==> config.mk <==
export PLATFORM = sky130hd
export DESIGN_NAME = parPortHs
export DESIGN_NICKNAME = d
export VERILOG_FILES = /design/src/rtl/parPortPkg.sv /design/src/rtl/parPortCtrl.sv /design/src/rtl/parPortData.sv /design/src/rtl/parPortHs.sv
export SDC_FILE = /design/constraint.sdc
export NUM_CORES = 1
export LEC_CHECK = 0
export BUFFER_PORTS_ARGS = -buffer_cell sky130_fd_sc_hd__buf_2
export CORE_MARGIN = 1.5
export CORE_UTILIZATION = 42
export DETAILED_ROUTE_END_ITERATION = 8
export PLACE_DENSITY = 0.76
export SETUP_SLACK_MARGIN = 0.3
export SYNTH_ARGS = -nofsm -noshare
export SYNTH_HDL_FRONTEND = slang
export SYNTH_SLANG_ARGS = --single-unit
==> constraint.sdc <==
create_clock -name clk -period 2.2 [get_ports clk]
set_input_delay 0.44 -clock clk [delete_from_list [all_inputs] [get_ports clk]]
set_output_delay 0.44 -clock clk [all_outputs]
set_load 0.01 [all_outputs]
==> src/rtl/parPortPkg.sv <==
package parPortPkg;

  typedef enum logic [1:0] {
    SEL_A   = 2'b00,
    SEL_B   = 2'b01,
    SEL_C   = 2'b10,
    SEL_CFG = 2'b11
  } portSelT;

  // configuration bit positions
  localparam int CFG_A_IN   = 0;
  localparam int CFG_B_IN   = 1;
  localparam int CFG_CLO_IN = 2;
  localparam int CFG_CHI_IN = 3;
  localparam int CFG_HS     = 4;

  // port C lines claimed by the handshake
  localparam int HS_IRQ_BIT = 3;
  localparam int HS_RDY_BIT = 4;
  localparam int HS_ACK_BIT = 5;

  typedef struct packed {
    logic    wrA;
    logic    wrB;
    logic    wrC;
    logic    clrOuts;
    logic    capA;
    logic    rdOn;
    portSelT rdSel;
    logic    irq;
    logic    ack;
    logic    hsOn;
    logic    aIn;
    logic    bIn;
    logic    cLoIn;
    logic    cHiIn;
  } ppStrobeT;

endpackage

==> src/rtl/parPortCtrl.sv <==
module parPortCtrl
  import parPortPkg::*;
#(
  parameter int DATA_W = 8
) (
  input  logic              clk,
  input  logic              rst_n,
  input  logic              sel,
  input  logic              rdEn,
  input  logic              wrEn,
  input  logic [1:0]        addr,
  input  logic [DATA_W-1:0] wrData,
  input  logic              rdyIn,
  output ppStrobeT          stb,
  output logic [DATA_W-1:0] cfgVal
);

  localparam logic [DATA_W-1:0] CFG_RST = DATA_W'(15);

  logic [DATA_W-1:0] cfgReg;
  logic              irqReg;
  logic              ackReg;
  logic              rdyPrev;
  logic              wrAcc;
  logic              rdAcc;
  logic              cfgWr;
  logic              hsOn;
  logic              aIn;
  logic              rdyEdge;
  logic              rdA;
  portSelT           accSel;

  assign accSel  = portSelT'(addr);
  assign wrAcc   = sel & wrEn & ~rdEn;
  assign rdAcc   = sel & rdEn & ~wrEn;
  assign cfgWr   = wrAcc & (accSel == SEL_CFG);
  assign hsOn    = cfgReg[CFG_HS];
  assign aIn     = cfgReg[CFG_A_IN] | hsOn;
  assign rdyEdge = hsOn & rdyIn & ~rdyPrev;
  assign rdA     = rdAcc & (accSel == SEL_A) & hsOn;

  always_ff @(posedge clk or negedge rst_n) begin
    if (!rst_n) begin
      cfgReg  <= CFG_RST;
      irqReg  <= 1'b0;
      ackReg  <= 1'b0;
      rdyPrev <= 1'b0;
    end else begin
      rdyPrev <= rdyIn;
      if (cfgWr) begin
        cfgReg <= wrData;
        irqReg <= 1'b0;
        ackReg <= 1'b0;
      end else begin
        ackReg <= rdA;
        if (rdyEdge) begin
          irqReg <= 1'b1;
        end else if (rdA) begin
          irqReg <= 1'b0;
        end
      end
    end
  end

  always_comb begin
    stb.wrA     = wrAcc & (accSel == SEL_A) & ~aIn;
    stb.wrB     = wrAcc & (accSel == SEL_B) & ~cfgReg[CFG_B_IN];
    stb.wrC     = wrAcc & (accSel == SEL_C);
    stb.clrOuts = cfgWr;
    stb.capA    = rdyEdge;
    stb.rdOn    = rdAcc;
    stb.rdSel   = accSel;
    stb.irq     = irqReg;
    stb.ack     = ackReg;
    stb.hsOn    = hsOn;
    stb.aIn     = aIn;
    stb.bIn     = cfgReg[CFG_B_IN];
    stb.cLoIn   = cfgReg[CFG_CLO_IN];
    stb.cHiIn   = cfgReg[CFG_CHI_IN];
  end

  assign cfgVal = cfgReg;

  AST_IRQ_SET: assert property (@(posedge clk) disable iff (!rst_n)
    (rdyEdge && !cfgWr) |=> irqReg) else $error("irq not set");

  AST_IRQ_CLR: assert property (@(posedge clk) disable iff (!rst_n)
    (rdA && !rdyEdge && !cfgWr) |=> !irqReg) else $error("irq not cleared");

  AST_ACK_CAUSE: assert property (@(posedge clk) disable iff (!rst_n)
    $rose(ackReg) |-> $past(rdA)) else $error("ack without read");

  AST_COLLIDE: assert property (@(posedge clk) disable iff (!rst_n)
    (rdA && rdyEdge && !cfgWr) |=> (irqReg && ackReg)) else $error("collision lost");

endmodule

==> src/rtl/parPortData.sv <==
module parPortData
  import parPortPkg::*;
#(
  parameter int DATA_W = 8
) (
  input  logic              clk,
  input  logic              rst_n,
  input  ppStrobeT          stb,
  input  logic [DATA_W-1:0] cfgVal,
  input  logic [DATA_W-1:0] wrData,
  input  logic [DATA_W-1:0] paIn,
  input  logic [DATA_W-1:0] pbIn,
  input  logic [DATA_W-1:0] pcIn,
  output logic [DATA_W-1:0] rdData,
  output logic [DATA_W-1:0] paOut,
  output logic              paOe,
  output logic [DATA_W-1:0] pbOut,
  output logic              pbOe,
  output logic [DATA_W-1:0] pcOut,
  output logic [DATA_W-1:0] pcOe
);

  localparam int HALF = DATA_W / 2;

  logic [DATA_W-1:0] paReg;
  logic [DATA_W-1:0] pbReg;
  logic [DATA_W-1:0] pcReg;
  logic [DATA_W-1:0] paLatch;
  logic [DATA_W-1:0] pcWrMask;
  logic [DATA_W-1:0] pcRd;
  logic [DATA_W-1:0] muxVal;

  for (genvar i = 0; i < DATA_W; i++) begin : g_pcBit
    localparam bit IS_HS  = (i == HS_IRQ_BIT) || (i == HS_RDY_BIT) || (i == HS_ACK_BIT);
    localparam bit IS_LOW = (i < HALF);
    localparam bit IS_IRQ = (i == HS_IRQ_BIT);
    localparam bit IS_ACK = (i == HS_ACK_BIT);
    localparam bit IS_RDY = (i == HS_RDY_BIT);
    logic halfOut;
    logic hsOwn;
    assign halfOut     = IS_LOW ? ~stb.cLoIn : ~stb.cHiIn;
    assign hsOwn       = stb.hsOn & IS_HS;
    assign pcWrMask[i] = halfOut & ~hsOwn;
    assign pcOe[i]     = hsOwn ? ~IS_RDY : halfOut;
    assign pcOut[i]    = (hsOwn && IS_IRQ) ? stb.irq :
                         (hsOwn && IS_ACK) ? stb.ack : pcReg[i];
    assign pcRd[i]     = (hsOwn && IS_IRQ) ? stb.irq :
                         (hsOwn && IS_ACK) ? stb.ack :
                         (hsOwn && IS_RDY) ? pcIn[i] :
                         halfOut ? pcReg[i] : pcIn[i];
  end

  always_ff @(posedge clk or negedge rst_n) begin
    if (!rst_n) begin
      paReg   <= '0;
      pbReg   <= '0;
      pcReg   <= '0;
      paLatch <= '0;
    end else if (stb.clrOuts) begin
      paReg   <= '0;
      pbReg   <= '0;
      pcReg   <= '0;
      paLatch <= '0;
    end else begin
      if (stb.wrA)  paReg   <= wrData;
      if (stb.wrB)  pbReg   <= wrData;
      if (stb.wrC)  pcReg   <= (pcReg & ~pcWrMask) | (wrData & pcWrMask);
      if (stb.capA) paLatch <= paIn;
    end
  end

  always_comb begin
    case (stb.rdSel)
      SEL_A:   muxVal = stb.hsOn ? paLatch : (stb.aIn ? paIn : paReg);
      SEL_B:   muxVal = stb.bIn ? pbIn : pbReg;
      SEL_C:   muxVal = pcRd;
      default: muxVal = cfgVal;
    endcase
  end

  assign rdData = stb.rdOn ? muxVal : '0;
  assign paOut  = paReg;
  assign pbOut  = pbReg;
  assign paOe   = ~stb.aIn;
  assign pbOe   = ~stb.bIn;

  AST_CLR_OUTS: assert property (@(posedge clk) disable iff (!rst_n)
    stb.clrOuts |=> (paReg == '0 && pbReg == '0 && pcReg == '0 && paLatch == '0))
    else $error("outputs not cleared");

  AST_CAPTURE: assert property (@(posedge clk) disable iff (!rst_n)
    (stb.capA && !stb.clrOuts) |=> (paLatch == $past(paIn))) else $error("capture lost");

endmodule

==> src/rtl/parPortHs.sv <==
module parPortHs
  import parPortPkg::*;
#(
  parameter int DATA_W = 8
) (
  input  logic              clk,
  input  logic              rst_n,
  input  logic              sel,
  input  logic              rdEn,
  input  logic              wrEn,
  input  logic [1:0]        addr,
  input  logic [DATA_W-1:0] busIn,
  output logic [DATA_W-1:0] busOut,
  output logic              busDrive,
  input  logic [DATA_W-1:0] paIn,
  output logic [DATA_W-1:0] paOut,
  output logic              paOe,
  input  logic [DATA_W-1:0] pbIn,
  output logic [DATA_W-1:0] pbOut,
  output logic              pbOe,
  input  logic [DATA_W-1:0] pcIn,
  output logic [DATA_W-1:0] pcOut,
  output logic [DATA_W-1:0] pcOe
);

  ppStrobeT          stb;
  logic [DATA_W-1:0] cfgVal;

  parPortCtrl #(.DATA_W(DATA_W)) u_ctrl (
    .clk    (clk),
    .rst_n  (rst_n),
    .sel    (sel),
    .rdEn   (rdEn),
    .wrEn   (wrEn),
    .addr   (addr),
    .wrData (busIn),
    .rdyIn  (pcIn[HS_RDY_BIT]),
    .stb    (stb),
    .cfgVal (cfgVal)
  );

  parPortData #(.DATA_W(DATA_W)) u_data (
    .clk    (clk),
    .rst_n  (rst_n),
    .stb    (stb),
    .cfgVal (cfgVal),
    .wrData (busIn),
    .paIn   (paIn),
    .pbIn   (pbIn),
    .pcIn   (pcIn),
    .rdData (busOut),
    .paOut  (paOut),
    .paOe   (paOe),
    .pbOut  (pbOut),
    .pbOe   (pbOe),
    .pcOut  (pcOut),
    .pcOe   (pcOe)
  );

  assign busDrive = stb.rdOn;

  AST_BUS_QUIET: assert property (@(posedge clk) disable iff (!rst_n)
    !(sel && rdEn && !wrEn) |-> (!busDrive && busOut == '0)) else $error("bus driven");

  AST_IN_WRITE_IGNORED: assert property (@(posedge clk) disable iff (!rst_n)
    (sel && wrEn && !rdEn && addr == 2'b00 && !paOe) |=> $stable(paOut))
    else $error("input port written");

  AST_DUAL_STROBE: assert property (@(posedge clk) disable iff (!rst_n)
    (sel && wrEn && rdEn && addr != 2'b11) |=> ($stable(paOut) && $stable(pbOut)))
    else $error("dual strobe wrote");

endmodule

; Yosys cells after proc, flatten, opt, wreduce, memory -nomap -nowiden
; Index checks and enable logic that the tools add are counted.
[word_totals]
register_bits = 43
inputBits = 39
output_inout_bits = 43
[op_classes]
eq_ne = 3
muxes = 33
bitwise = 29
reduce_logical = 6
[ops]
columns = cell, n
row1 = $mux W8, 12
row2 = $pmux W8 S3, 1
row3 = $mux W1, 20
row4 = $and A1 B1 Y1, 16
row5 = $and A8 B8 Y8, 2
row6 = $not A1 Y1, 8
row7 = $not A8 Y8, 1
row8 = $or A8 B8 Y8, 1
row9 = $reduce_bool A2 Y1, 4
row10 = $eq A2 B2 Y1 const B, 2
row11 = $reduce_bool A3 Y1, 1
row12 = $eq A2 B1 Y1 const B, 1
row13 = $logic_not A2 Y1, 1
row14 = $or A1 B1 Y1, 1

; Depth between registers and ports, before layout
; Gate-level depths: netlist of run 1.
[logic_depth]
depth_word = 7
mapped_depth = 6
ltp_nobuf = 5

; Hierarchy
; Synthesis of run 1 repeated with hierarchy kept, for this count alone.
[hier_totals]
cells_unflattened = 264
hier_area_um2 = 2775.2
[by_module_without_submodules]
columns = mod, n_inst, cells_per_inst, area_per_inst_um2, seq_area_each_um2
row1 = parPortData, 1, 215, 2173.3, 800.8
row2 = parPortCtrl, 1, 49, 601.8, 280.3

; Worst setup path before layout of run 1
; No wires, ideal clock.
[synth_timing]
path_type = reg2out
from = register u_ctrl.cfgReg[0] (netlist: u_ctrl.cfgVal[0])
to = output busOut[6]
arrival_time_ps = 1444
slack_ps = 316
stages_incl_launch_ff = 6
n_path_buf = 1
cell_sequence = dfstp_2 buf_6 mux2_2 mux2_2 o21ai_1 a21oi_1
[synth_between]
elab_chain_len = 5
[synth_lines]
columns = item, line_no
row1 = start: declaration, parPortCtrl.sv:20  ; logic [DATA_W-1:0] cfgReg;
row2 = start signal: assignment, parPortCtrl.sv:51  ; cfgReg <= wrData;
row3 = $or A1 B1 Y1, parPortCtrl.sv:38  ; assign aIn = cfgReg[CFG_A_IN] | hsOn;
row4 = $mux W8 (2 in a row), parPortData.sv:74  ; SEL_A: muxVal = stb.hsOn ? paLatch : (stb.aIn ? paIn : paReg);
row5 = $pmux W8 S3, parPortData.sv:73  ; case (stb.rdSel)
row6 = $mux W8, parPortData.sv:81  ; assign rdData = stb.rdOn ? muxVal : '0;
row7 = end: declaration, parPortHs.sv:13  ; output logic [DATA_W-1:0] busOut,
; Every way passes these cells.

; Worst setup path in the final report of run 1
[layout_timing]
from = register u_ctrl.cfgReg[0] (netlist: u_ctrl.cfgVal[0])
to = output busOut[0]
[layout_between]
elab_chain_len = 5
[layout_lines]
columns = item, line_no
row1 = $or A1 B1 Y1, parPortCtrl.sv:38
row2 = $mux W8 (2 in a row), parPortData.sv:74
row3 = $pmux W8 S3 (*), parPortData.sv:73
row4 = $mux W8 (*), parPortData.sv:81
; Every way passes the cells marked *; elsewhere a longest branch is shown, timed or not.

==> results of run 1 <==
==> report_power, final <==
group	switching (mW)	internal, mW	total (mW)	leakage [nW]
combinational	0.550	0.529	1.08	1.06
clock	0.281	0.367	0.649	0.0612
sequential	0.157	1.00	1.16	0.535
total	0.988	1.90	2.88	1.66
==> per-layer routing <==
layer / vias up / global-route usage, % / part of all wire [%] / routed length, um
met3: 12 / 4.61 / 7.3 / 513
met2: 100 / 36.1 / 49 / 3470
met1: 1088 / 28.8 / 41 / 2930
met5: - / 0 / 0 / 0
met4: 0 / 8.45 / 2.1 / 148
li1: 1020 / - / - / -
==> per-stage QoR <==
stage,util [%],instances,setup TNS (ns),area [sq um],setup WS (ns)
final,54.0,405,-0.449,3180,-0.110
after global placement,49.9,392,0,2940,0.204
after CTS,53.1,404,-0.331,3120,-0.0657
after global routing,54.0,405,-0.866,3180,-0.125
after floorplan,-,252,0,2540,0.316
after detailed placement,49.9,392,0,2940,0.203
==> state kept, by name (all words and copies together), names as in the netlist <==
signal and flops:
u_ctrl.ackReg 1, u_ctrl.cfgVal 8, u_ctrl.irqReg 1, u_ctrl.rdyPrev 1, u_data.paLatch 8, u_data.paOut 8, u_data.pbOut 8, u_data.pcReg 8
==> cell usage after synthesis <==
cell	n	area, sq um
nand2b_1	4	25.0
nand3_2	1	10.0
nor2b_1	1	6.26
and3_1	2	12.5
a21oi_1	9	45.0
a22oi_1	4	30.0
o21ai_0	22	110
and3b_1	1	8.76
inv_1	6	22.5
o21a_1	2	15.0
nor2_1	28	105
nor4b_1	1	8.76
buf_6	5	56.3
mux4_2	1	22.5
clkbuf_1	1	3.75
dfrtp_1	39	976
buf_4	13	97.6
o211ai_2	1	12.5
nand3b_1	3	22.5
buf_2	9	45.0
dfstp_2	4	105
a41oi_1	1	8.76
o21ai_1	1	5.00
a221oi_1	1	8.76
o22ai_1	1	6.26
and2b_1	1	7.51
nand2_1	22	82.6
or3b_2	1	8.76
nand3_1	1	5.00
and2_1	1	6.26
nor2_4	3	33.8
nand2_2	1	6.26
a22o_1	8	70.1
mux2i_1	37	370
mux2_2	16	180
==> final cells by class <==
| class | count | area share, % |
|---|---|---|
| multi-input cells | 175 | 41.3 |
| flip-flops and latches | 43 | 34.0 |
| repair buffers | 98 | 17.3 |
| well taps | 75 | 2.95 |
| clock buffers | 6 | 2.60 |
| clock inverters | 2 | 1.10 |
| inverters | 6 | 0.708 |
==> what timing repair did <==
action                                 4_1_cts  5_1_grt
buffers inserted                             4        1
setup endpoints to repair                    8        8
pin swaps                                    6        6
endpoints found under the hold margin        0        0
gates resized for setup                     12       13
==> worst max-delay path, stage by stage (launching register included) <==
cell,delay [ns]
dfstp_2,0.60
mux2_2,0.35
mux2i_1,0.17
mux4_2,0.28
nor2_2,0.04
buf_2,0.13
==> logic make-up (layout without fill, tap and decap cells) <==
group	Yosys count	count (layout)	synth area share, %
AOI/OAI and AO/OA	50	50	12.3
muxes	54	54	22.6
DFF	43	43	42.6
buffers and inverters	34	112	8.87
and+or+nand+nor	71	71	13.7
==> worst paths after layout <==
| check | cells past startpoint | start | endpoint |
|---|---|---|---|
| min in group clk | 1 | pcIn[4] | u_ctrl.rdyPrev |
| setup / recovery | 5 | u_ctrl.cfgVal[0] | busOut[0] |
| max in group asynchronous | 2 | rst_n | u_ctrl.cfgVal[0] |
| hold reg to reg | 1 | u_ctrl.cfgVal[7] | u_ctrl.cfgVal[7] |
| hold / removal | 1 | rst_n | u_data.pcReg[1] |
| setup reg to reg | 5 | u_ctrl.cfgVal[4] | u_data.paLatch[4] |
==> results.md, run 1 <==
- Outcome: complete, but fails checks
- Failing checks: negative setup slack
- Startpoint Class: flip-flop
- YS warnings: 0
- Worst Hold Class: primary input to async pin
- Post-Syn Area: 2540 sq um
- Die area: 6520 sq um
- Initial antenna violation count: 0
- Vias: 2220
- CTS root buf: clkbuf_8
- Violation count after the first detailed-routing iteration: 205
- CTS tree: built
- Unrepaired setup endpoints after global routing: true
- Mapped Cells: 252
- Largest net degree at the start of global routing: 26
- First-pass GRT wire length: 10600 um
- CTS Buf Count: 5
- Final worst-path cycle share: 105%
- Worst slew pin tran: 0.622 ns
- Leak: 1.66 nW
- Post-Syn Nets: 291
- Register area: 1080 sq um
- Pwr Total: 2.88 mW
- Global-route usage over all layers: 22.1%
- Area of the multi-input gates: 1320 sq um
- Fin crit period: 2.31 ns
- Avg Inst Size Synth: 10.1 sq um
- F_max: 433 MHz
- Clock tree buffer depth: 2
- Final WL: 7060 um
- HPWL after DPL: 5040 um
- Final Worst Setup Slack: -0.110 ns
- Hold Vio Cnt, Final: 0
- Chip Width: 80.8 um
- Max Fanout on Critical Path: 4
- Core Area: 5890 sq um
- Worst Skew: 0.00603 ns
- Peak VDD IR: 0.000376 V
- Reg clk slew, reported paths: 0.08 ns
- H-tree depth: 2
- Most common cell after layout, fill and taps aside: buf_2
- ANT nets after route: 0
- WL per Instance: 17.4 um
- Starting Density: 43.2%
- Max Slew Vio Count: 0
- Clock sinks: 43
- Pwr/cell area: 907 nW/um^2
- Most frequent cells in the layout: 82 x buf_2, 39 x dfrtp_1, 36 x mux2i_1, 27 x nor2_1, 22 x nand2_1
- Post-DR vias/cell: 5.48
- Drt pass-1 iters: 4
- Antenna cells: 0
- Hold_buf cts: 0
- R2R setup slack: 0.45 ns
- Crit Path Class: flip-flop to output port
- Synth cell types: 35
- Worst EP arrival: 1.87 ns
- Area delta synth->final: 25.2%
- Share of layout cells above drive strength 1: 44.2%
- WP data required: 1.76 ns
- Register area share after synthesis: 42.6%
- Hold_ws: 0.0875 ns
- Crit end category: output port
- Flops & latches, synth: 43
- Die height: 80.8 um
- Number of filler cells placed in the layout: 522
- Clock Latency Late Sink: 0.30 ns
- Gpl congestion: 0.864
- Final #Nets: 368
- IO buf count: 81
- Rows: 28
- I/O pin count: 82
- Max_cap viols: 0
- Via count of the first global-routing pass: 2100
- DRC errors left: 0
- Final setup viols: 8
- GRT overflow: 0
- Slew headroom: 58.4%
(Power assumes the default switching activity.)
==> inputs of run 2 (changes only) <==
ABC_AREA = 1   (was unset)
PLACE_DENSITY = 0.75   (was 0.76)
clock period = 2.7 ns   (was 2.2 ns; I/O delays follow)
==> run 2 against run 1 <==
The run now ends clean. Utilization is 2.1 points lower. Final cell count increased by 30%. Clock-buffer cell count is the same. Non-clock buffer count shrank 12. Setup slack improved by 0.52 ns. Die area is 5.4% higher. Combinational power is 40% lower. Largest cell class unchanged. Critical path depth grew 4. Clock skew decreased by 0.0034 ns.
==> results.md, run 2 <==
- Number of flops mapped to enable cells by yosys: 0 (unchanged)
- Fin crit period: 2.29 ns
- Async S/R FF share, synth: 100% (unchanged)
- Largest net degree at the start of global routing: 52 (+100%)
- Avg Inst Size Synth: 6.95 sq um (-31%)
- WL per Instance: 14.6 um (-16%)
- Combinational group share of total power: 30.3% (-7.1 points)
- Global-route usage over all layers: 22.2% (+0.16 points)
- WP data required: 2.16 ns (+0.40 ns)
- Violation count after the first detailed-routing iteration: 265 (+29%)
- Most common cell in the synthesized netlist: nand2_1
- CTS tree: built
- Chip Width: 82.9 um (+2.7%)
- Worst Hold Class: primary input to flip-flop
- Final setup TNS: 0 ns (+0.449 ns)
- Flops & latches, synth: 43 (unchanged)
- Final #Nets: 488 (+33%)
- Synth area leader: dfrtp_1
- Share of layout cells above drive strength 1: 26.7% (-18 points)
- F_max: 436 MHz
- Placed Cells: 513 (+31%)
- Worst EP arrival: 1.75 ns (-0.12 ns)
- I/O pin count: 82 (unchanged)
- Clock sinks: 43 (unchanged)
- IO buf count: 81 (unchanged)
- Clock tree buffer depth: 2 (unchanged)
- Most frequent cells in the layout: 117 x nand2_1, 81 x buf_2, 49 x nand3_1, 44 x nor2_1, 38 x dfrtp_1
- YS warnings: 0 (unchanged)
- Synth cell types: 26 (-26%)
- Antenna cells: 0 (unchanged)
- ANT nets after route: 0 (unchanged)
- Synth cell count leaders: 117 x nand2_1, 49 x nand3_1, 44 x nor2_1
- Worst Skew: 0.00258 ns (-0.00345 ns)
- GRT overflow: 0 (unchanged)
- Register area share after synthesis: 40.3% (-2.3 points)
- Post-DR vias/cell: 5.21 (-4.9%)
- Drt pass-1 iters: 5 (+1)
- DRC errors left: 0 (unchanged)
- Leak: 1.75 nW (+5.5%)
- H-tree depth: 2 (unchanged)
- Via count of the first global-routing pass: 2457 (+17%)
- Vias: 2737 (+23%)
- Starting Density: 44.3% (+1.1 points)
- Top post-synthesis cells by area: dfrtp_1 36%, nand2_1 16%, nand3_1 9.1%, nor2_1 6.2%, inv_1 4.2%
- Layout Cells excl Fill: 525 (+30%)
- Rows: 28 (unchanged)
- Max Fanout on Critical Path: 22 (+18)
- Reg clk slew, reported paths: 0.08 ns (about the same)
- Clk pwr share: 28.3% (+5.8 points)
- Startpoint Class: flip-flop
- Sequential share of power: 41.4% (+1.3 points)
- Hold Vio Cnt, Final: 0 (unchanged)
- Pwr Total: 2.13 mW (-26%)
- Outcome: finished clean
- Hold_buf cts: 0 (unchanged)
- CTS Buf Count: 5 (unchanged)
- Post-Syn Area: 2680 sq um (+5.7%)
- Clock Latency Late Sink: 0.30 ns (about the same)
- Mapped Cells: 386 (+53%)
- Sw power: 0.732 mW (-26%)
- Pwr/cell area: 675 nW/um^2 (-26%)
- Top_reg_cell synth: dfrtp_1
- Post-Syn Nets: 425 (+46%)
- Die area: 6880 sq um (+5.4%)
- CTS root buf: clkbuf_8
- Final worst-path cycle share: 84.9%
- Power Internal: 1.40 mW (-26%)
- Crit Path Class: flip-flop to output port
- Area delta synth->final: 17.3%
- Max Slew Vio Count: 0 (unchanged)
- Peak VDD IR: 0.000336 V (-11%)
- Fin util: 52.0% (-2.1 points)
- Slew headroom: 35.7% (-23 points)
- Final WL: 7690 um (+8.9%)
- Initial antenna violation count: 0 (unchanged)
- Unrepaired setup endpoints after global routing: false
- Core Area: 6060 sq um (+3.0%)
- Worst slew pin tran: 0.965 ns (+0.343 ns)
- Sw Share: 34.4% (+0.14 points)
- Crit end category: output port
- Max_cap viols: 0 (unchanged)
- Final setup viols: 0 (-8)
- Gpl congestion: 0.891 (+3.1%)
- First-pass GRT wire length: 12400 um (+17%)
- HPWL after DPL: 5690 um (+13%)
- Most common cell after layout, fill and taps aside: nand2_1
- Post-synth top area share: 36.4% (-2.1 points)
- Die height: 82.9 um (+2.7%)
- Number of filler cells placed in the layout: 642 (+23%)
==> run 2: changes by cell type after synthesis, sizes merged, moves of 4 or more <==
cell,previous run,this run
o21ai,23,40
mux2,16,0
nand3,2,50
inv,6,34
mux2i,37,0
nor2,31,52
a22oi,4,0
nor3,0,5
a22o,8,0
nand2b,4,0
nand2,23,119
==> run 2: worst paths after layout <==
check | from | to | slack (ns) | cells after the start
min in group asynchronous | rst_n | u_data.paOut[5] | 0.39 | 1
max in group asynchronous | rst_n | u_ctrl.cfgVal[4] | 1.66 | 1
setup / recovery | u_ctrl.cfgVal[4] | busOut[3] | 0.41 | 9
hold reg to reg | u_ctrl.cfgVal[5] | u_ctrl.cfgVal[5] | 0.48 | 2
setup reg to reg | u_ctrl.cfgVal[1] | u_data.pbOut[7] | 1.03 | 3
hold / removal | pcIn[4] | u_ctrl.rdyPrev | 0.37 | 1
==> run 2: stage by stage <==
stage	setup slack, ns	cell area, sq um	hold WS, ns
floorplan	0.777	2680	0.244
global placement	0.542	2970	0.460
detailed placement	0.503	2970	0.469
CTS	0.325	3100	0.365
global route	0.301	3150	0.383
finish	0.407	3150	0.371
==> run 2: kinds of logic (layout without fill, tap and decap cells) <==
family	count (synthesis)	after routing	share of synthesized area [%]
AO/OA/AOI/OAI	51	51	10.5
buffers and inverters	64	128	13.1
flip-flops	43	43	40.3
AND/OR/NAND/NOR	228	228	36.1
==> run 2: metal layers <==
layer  track usage [%]  up-vias  share of wire (%)
li1                  -     1339                  -
met1              33.4     1261                 47
met2              33.4      126                 44
met3              3.78       11                7.8
met4              5.15        0                1.1
met5                 0        -                  0
==> run 2: cell type report <==
cell class / instances / area, sq um / area share, %
tap: 75 / 93.8 / 2.98
inverter: 34 / 130 / 4.13
multi-input combinational: 279 / 1250 / 39.7
clock buffer: 6 / 72.6 / 2.30
timing repair buffer: 86 / 459 / 14.6
sequential: 43 / 1080 / 34.4
clock inverter: 2 / 60.1 / 1.91
==> run 2: power by group through the flow <==
stage / clock network [mW] / logic, mW / registers (mW)
CTS: 0.610 / 0.603 / 0.893
floorplan: 0 / 0.475 / 0.854
detailed placement: 0 / 0.601 / 0.904
finish: 0.601 / 0.645 / 0.880
global route: 0.634 / 0.722 / 0.900
global placement: 0 / 0.595 / 0.900
==> run 2: what timing repair did <==
| item | 4_1_cts | 5_1_grt |
|---|---|---|
| setup buffers | 0 | 4 |
| setup endpoints to repair | 1 | 3 |
| resized for setup | 1 | 1 |
==> run 2: worst max-delay path, stage by stage (launching register included) <==
cell,delay (ns)
dfrtp_2,0.46
inv_1,0.08
buf_6,0.20
nand2_1,0.07
nand2_1,0.09
nand2_1,0.05
nand2_1,0.06
nand2_1,0.05
a21oi_1,0.22
buf_2,0.17
==> inputs of run 3 (changes only) <==
clock period = 2.2 ns   (was 2.7 ns; I/O delays follow)
==> run 3 against run 2 <==
Critical endpoint is now busOut[5]. Final area grew 7.5%. Via count grew 2.5%. Non-clock buffer count grew 23. Global-route usage grew 0.096 points. Sequential power grew 20%. Register-to-register slack lost 0.28 ns. Largest power group unchanged. Setup slack lost 0.27 ns. Sequential share of layout area shrank 2.4 points. Combinational power grew 46%. First-iteration DRC count shrank 14%.
==> results.md, run 3 (synthesized netlist as in run 2, its figures left out) <==
- Worst reg2reg startpoint: u_ctrl.cfgVal[4]
- Worst EP arrival: 1.62 ns (-0.13 ns)
- CTS tree: built
- CTS Buf Count: 5 (unchanged)
- Chip Width: 82.9 um (unchanged)
- Final #Nets: 511 (+4.7%)
- Starting Density: 44.3% (unchanged)
- Gpl congestion: 0.906 (+1.7%)
- Violation count after the first detailed-routing iteration: 228 (-14%)
- Leak: 1.87 nW (+6.9%)
- F_max: 485 MHz
- Rows: 28 (unchanged)
- Pwr/cell area: 812 nW/um^2 (+20%)
- CTS root buf: clkbuf_8
- WL per Instance: 14.2 um (-3.3%)
- Initial antenna violation count: 0 (unchanged)
- Slew headroom: 66.9% (+31 points)
- R2R setup slack: 0.75 ns (-0.28 ns)
- First-pass GRT wire length: 12400 um (+0.10%)
- Vias: 2805 (+2.5%)
- Share of layout cells above drive strength 1: 31.9% (+5.3 points)
- Outcome: finished clean
- DRC errors left: 0 (unchanged)
- Slowest stage delay, CP: 0.60 ns (+0.14 ns)
- Antenna cells: 0 (unchanged)
- Crit end category: output port
- Worst Hold Class: primary input to async pin
- Area delta synth->final: 26.2%
- WP data required: 1.76 ns (-0.40 ns)
- Crit Path Class: flip-flop to output port
- Final Cell Area: 3390 sq um (+7.5%)
- Final setup TNS: 0 ns (unchanged)
- Die area: 6880 sq um (unchanged)
- I/O pin count: 82 (unchanged)
- Post-DR vias/cell: 5.12 (-1.8%)
- Cells along the critical path: buf_4 -> nand2_1 -> nand2_1 -> nand2_1 -> nand2_1 -> nor2_1 -> a21oi_1 -> buf_2
- Clock tree buffer depth: 2 (unchanged)
- Max Fanout on Critical Path: 7 (-68%)
- Startpoint Class: flip-flop
- H-tree depth: 2 (unchanged)
- Final worst-path cycle share: 93.7%
- Via count of the first global-routing pass: 2587 (+5.3%)
- Hold Vio Cnt, Final: 0 (unchanged)
- Largest net degree at the start of global routing: 25 (-52%)
- Peak VDD IR: 0.000382 V (+14%)
- Max Slew Vio Count: 0 (unchanged)
- Final WL: 7760 um (+0.94%)
- Global-route usage over all layers: 22.3% (+0.096 points)
- HPWL after DPL: 5750 um (+1.1%)
- Most frequent CP cell: nand2_1
- ANT nets after route: 0 (unchanged)
- Critical Path Slowest Stage Cell: dfstp_2
- Fin crit period: 2.06 ns
- Most common cell after layout, fill and taps aside: nand2_1
- Reg clk slew, reported paths: 0.09 ns (about the same)
- Crit path from: u_ctrl.cfgVal[1]
- Clock Latency Late Sink: 0.31 ns (about the same)
- Die height: 82.9 um (unchanged)
- Drt pass-1 iters: 5 (unchanged)
- GRT overflow: 0 (unchanged)
- Worst slew pin tran: 0.497 ns (-0.468 ns)
- Most frequent cells in the layout: 116 x nand2_1, 81 x buf_2, 48 x nand3_1, 41 x nor2_1, 39 x dfrtp_1
- Worst Skew: 0.00691 ns (+0.00433 ns)
- Unrepaired setup endpoints after global routing: true
- Clock sinks: 43 (unchanged)
- Placement Cell Area: 3040 sq um (+2.4%)
- Core Area: 6060 sq um (unchanged)
- Max_cap viols: 0 (unchanged)
- IO buf count: 81 (unchanged)
- Final setup viols: 0 (unchanged)
[run 3: cell count changes in the layout (fill, tap and decap cells not counted), sizes merged]
cell,delta
clkbuf,-1
buf,+23
clkinvlp,+1
[run 3: per-stage QoR]
stage | std cells | setup slack (ns) | hold slack, ns | total power [mW] | util [%]
6_report | 548 | 0.138 | 0.0860 | 2.75 | 55.9
5_1_grt | 548 | 0.0359 | 0.112 | 2.90 | 55.9
4_1_cts | 543 | 0.145 | 0.0960 | 2.71 | 54.9
3_5_place_dp | 519 | 0.151 | 0.427 | 1.85 | 50.1
3_3_place_gp | 519 | 0.230 | 0.426 | 1.85 | 50.1
2_1_floorplan | 386 | 0.477 | 0.144 | 1.63 | -
[run 3: metal layers]
metal / vias to the layer above / GRT usage (%) / share of wire, %
met5: - / 0 / 0
met4: 0 / 5.61 / 1.3
met1: 1303 / 32.7 / 47
met2: 100 / 34.3 / 46
li1: 1393 / - / -
met3: 9 / 3.78 / 6.3
[run 3: critical path, delay by kind of cell (launching register included)]
family	cells	cell delay (ns)
flops	1	0.60
simple gates	5	0.27
compound gates	1	0.15
buf+inv	2	0.30
[run 3: final timing paths]
check / cells after the start / end
setup / recovery: 8 / busOut[5]
hold / removal: 1 / u_data.pbOut[6]
setup reg to reg: 6 / u_data.paLatch[1]
hold reg to reg: 2 / u_ctrl.cfgVal[5]
max in group asynchronous: 2 / u_ctrl.cfgVal[2]
min in group clk: 1 / u_ctrl.rdyPrev
[run 3: final cells by class]
type                    instances  area, sq um
fillers                       608         2680
multi-input cells             279         1280
flip-flops and latches         43         1080
repair buffers                109          668
inverters                      34          130
well taps                      75         93.8
clock buffers                   5         68.8
clock inverters                 3         67.6
[run 3: timing repair]
item / CTS / global route
hold buffers: 0 / 0
setup buffers: 16 / 5
pin swaps: 3 / 5
setup endpoints to repair: 8 / 8
resized for setup: 8 / 6
[run 3: power breakdown]
group / internal (mW) / total, mW / switching [mW]
registers: 0.945 / 1.06 / 0.114
logic: 0.413 / 0.940 / 0.527
clock network: 0.453 / 0.748 / 0.296
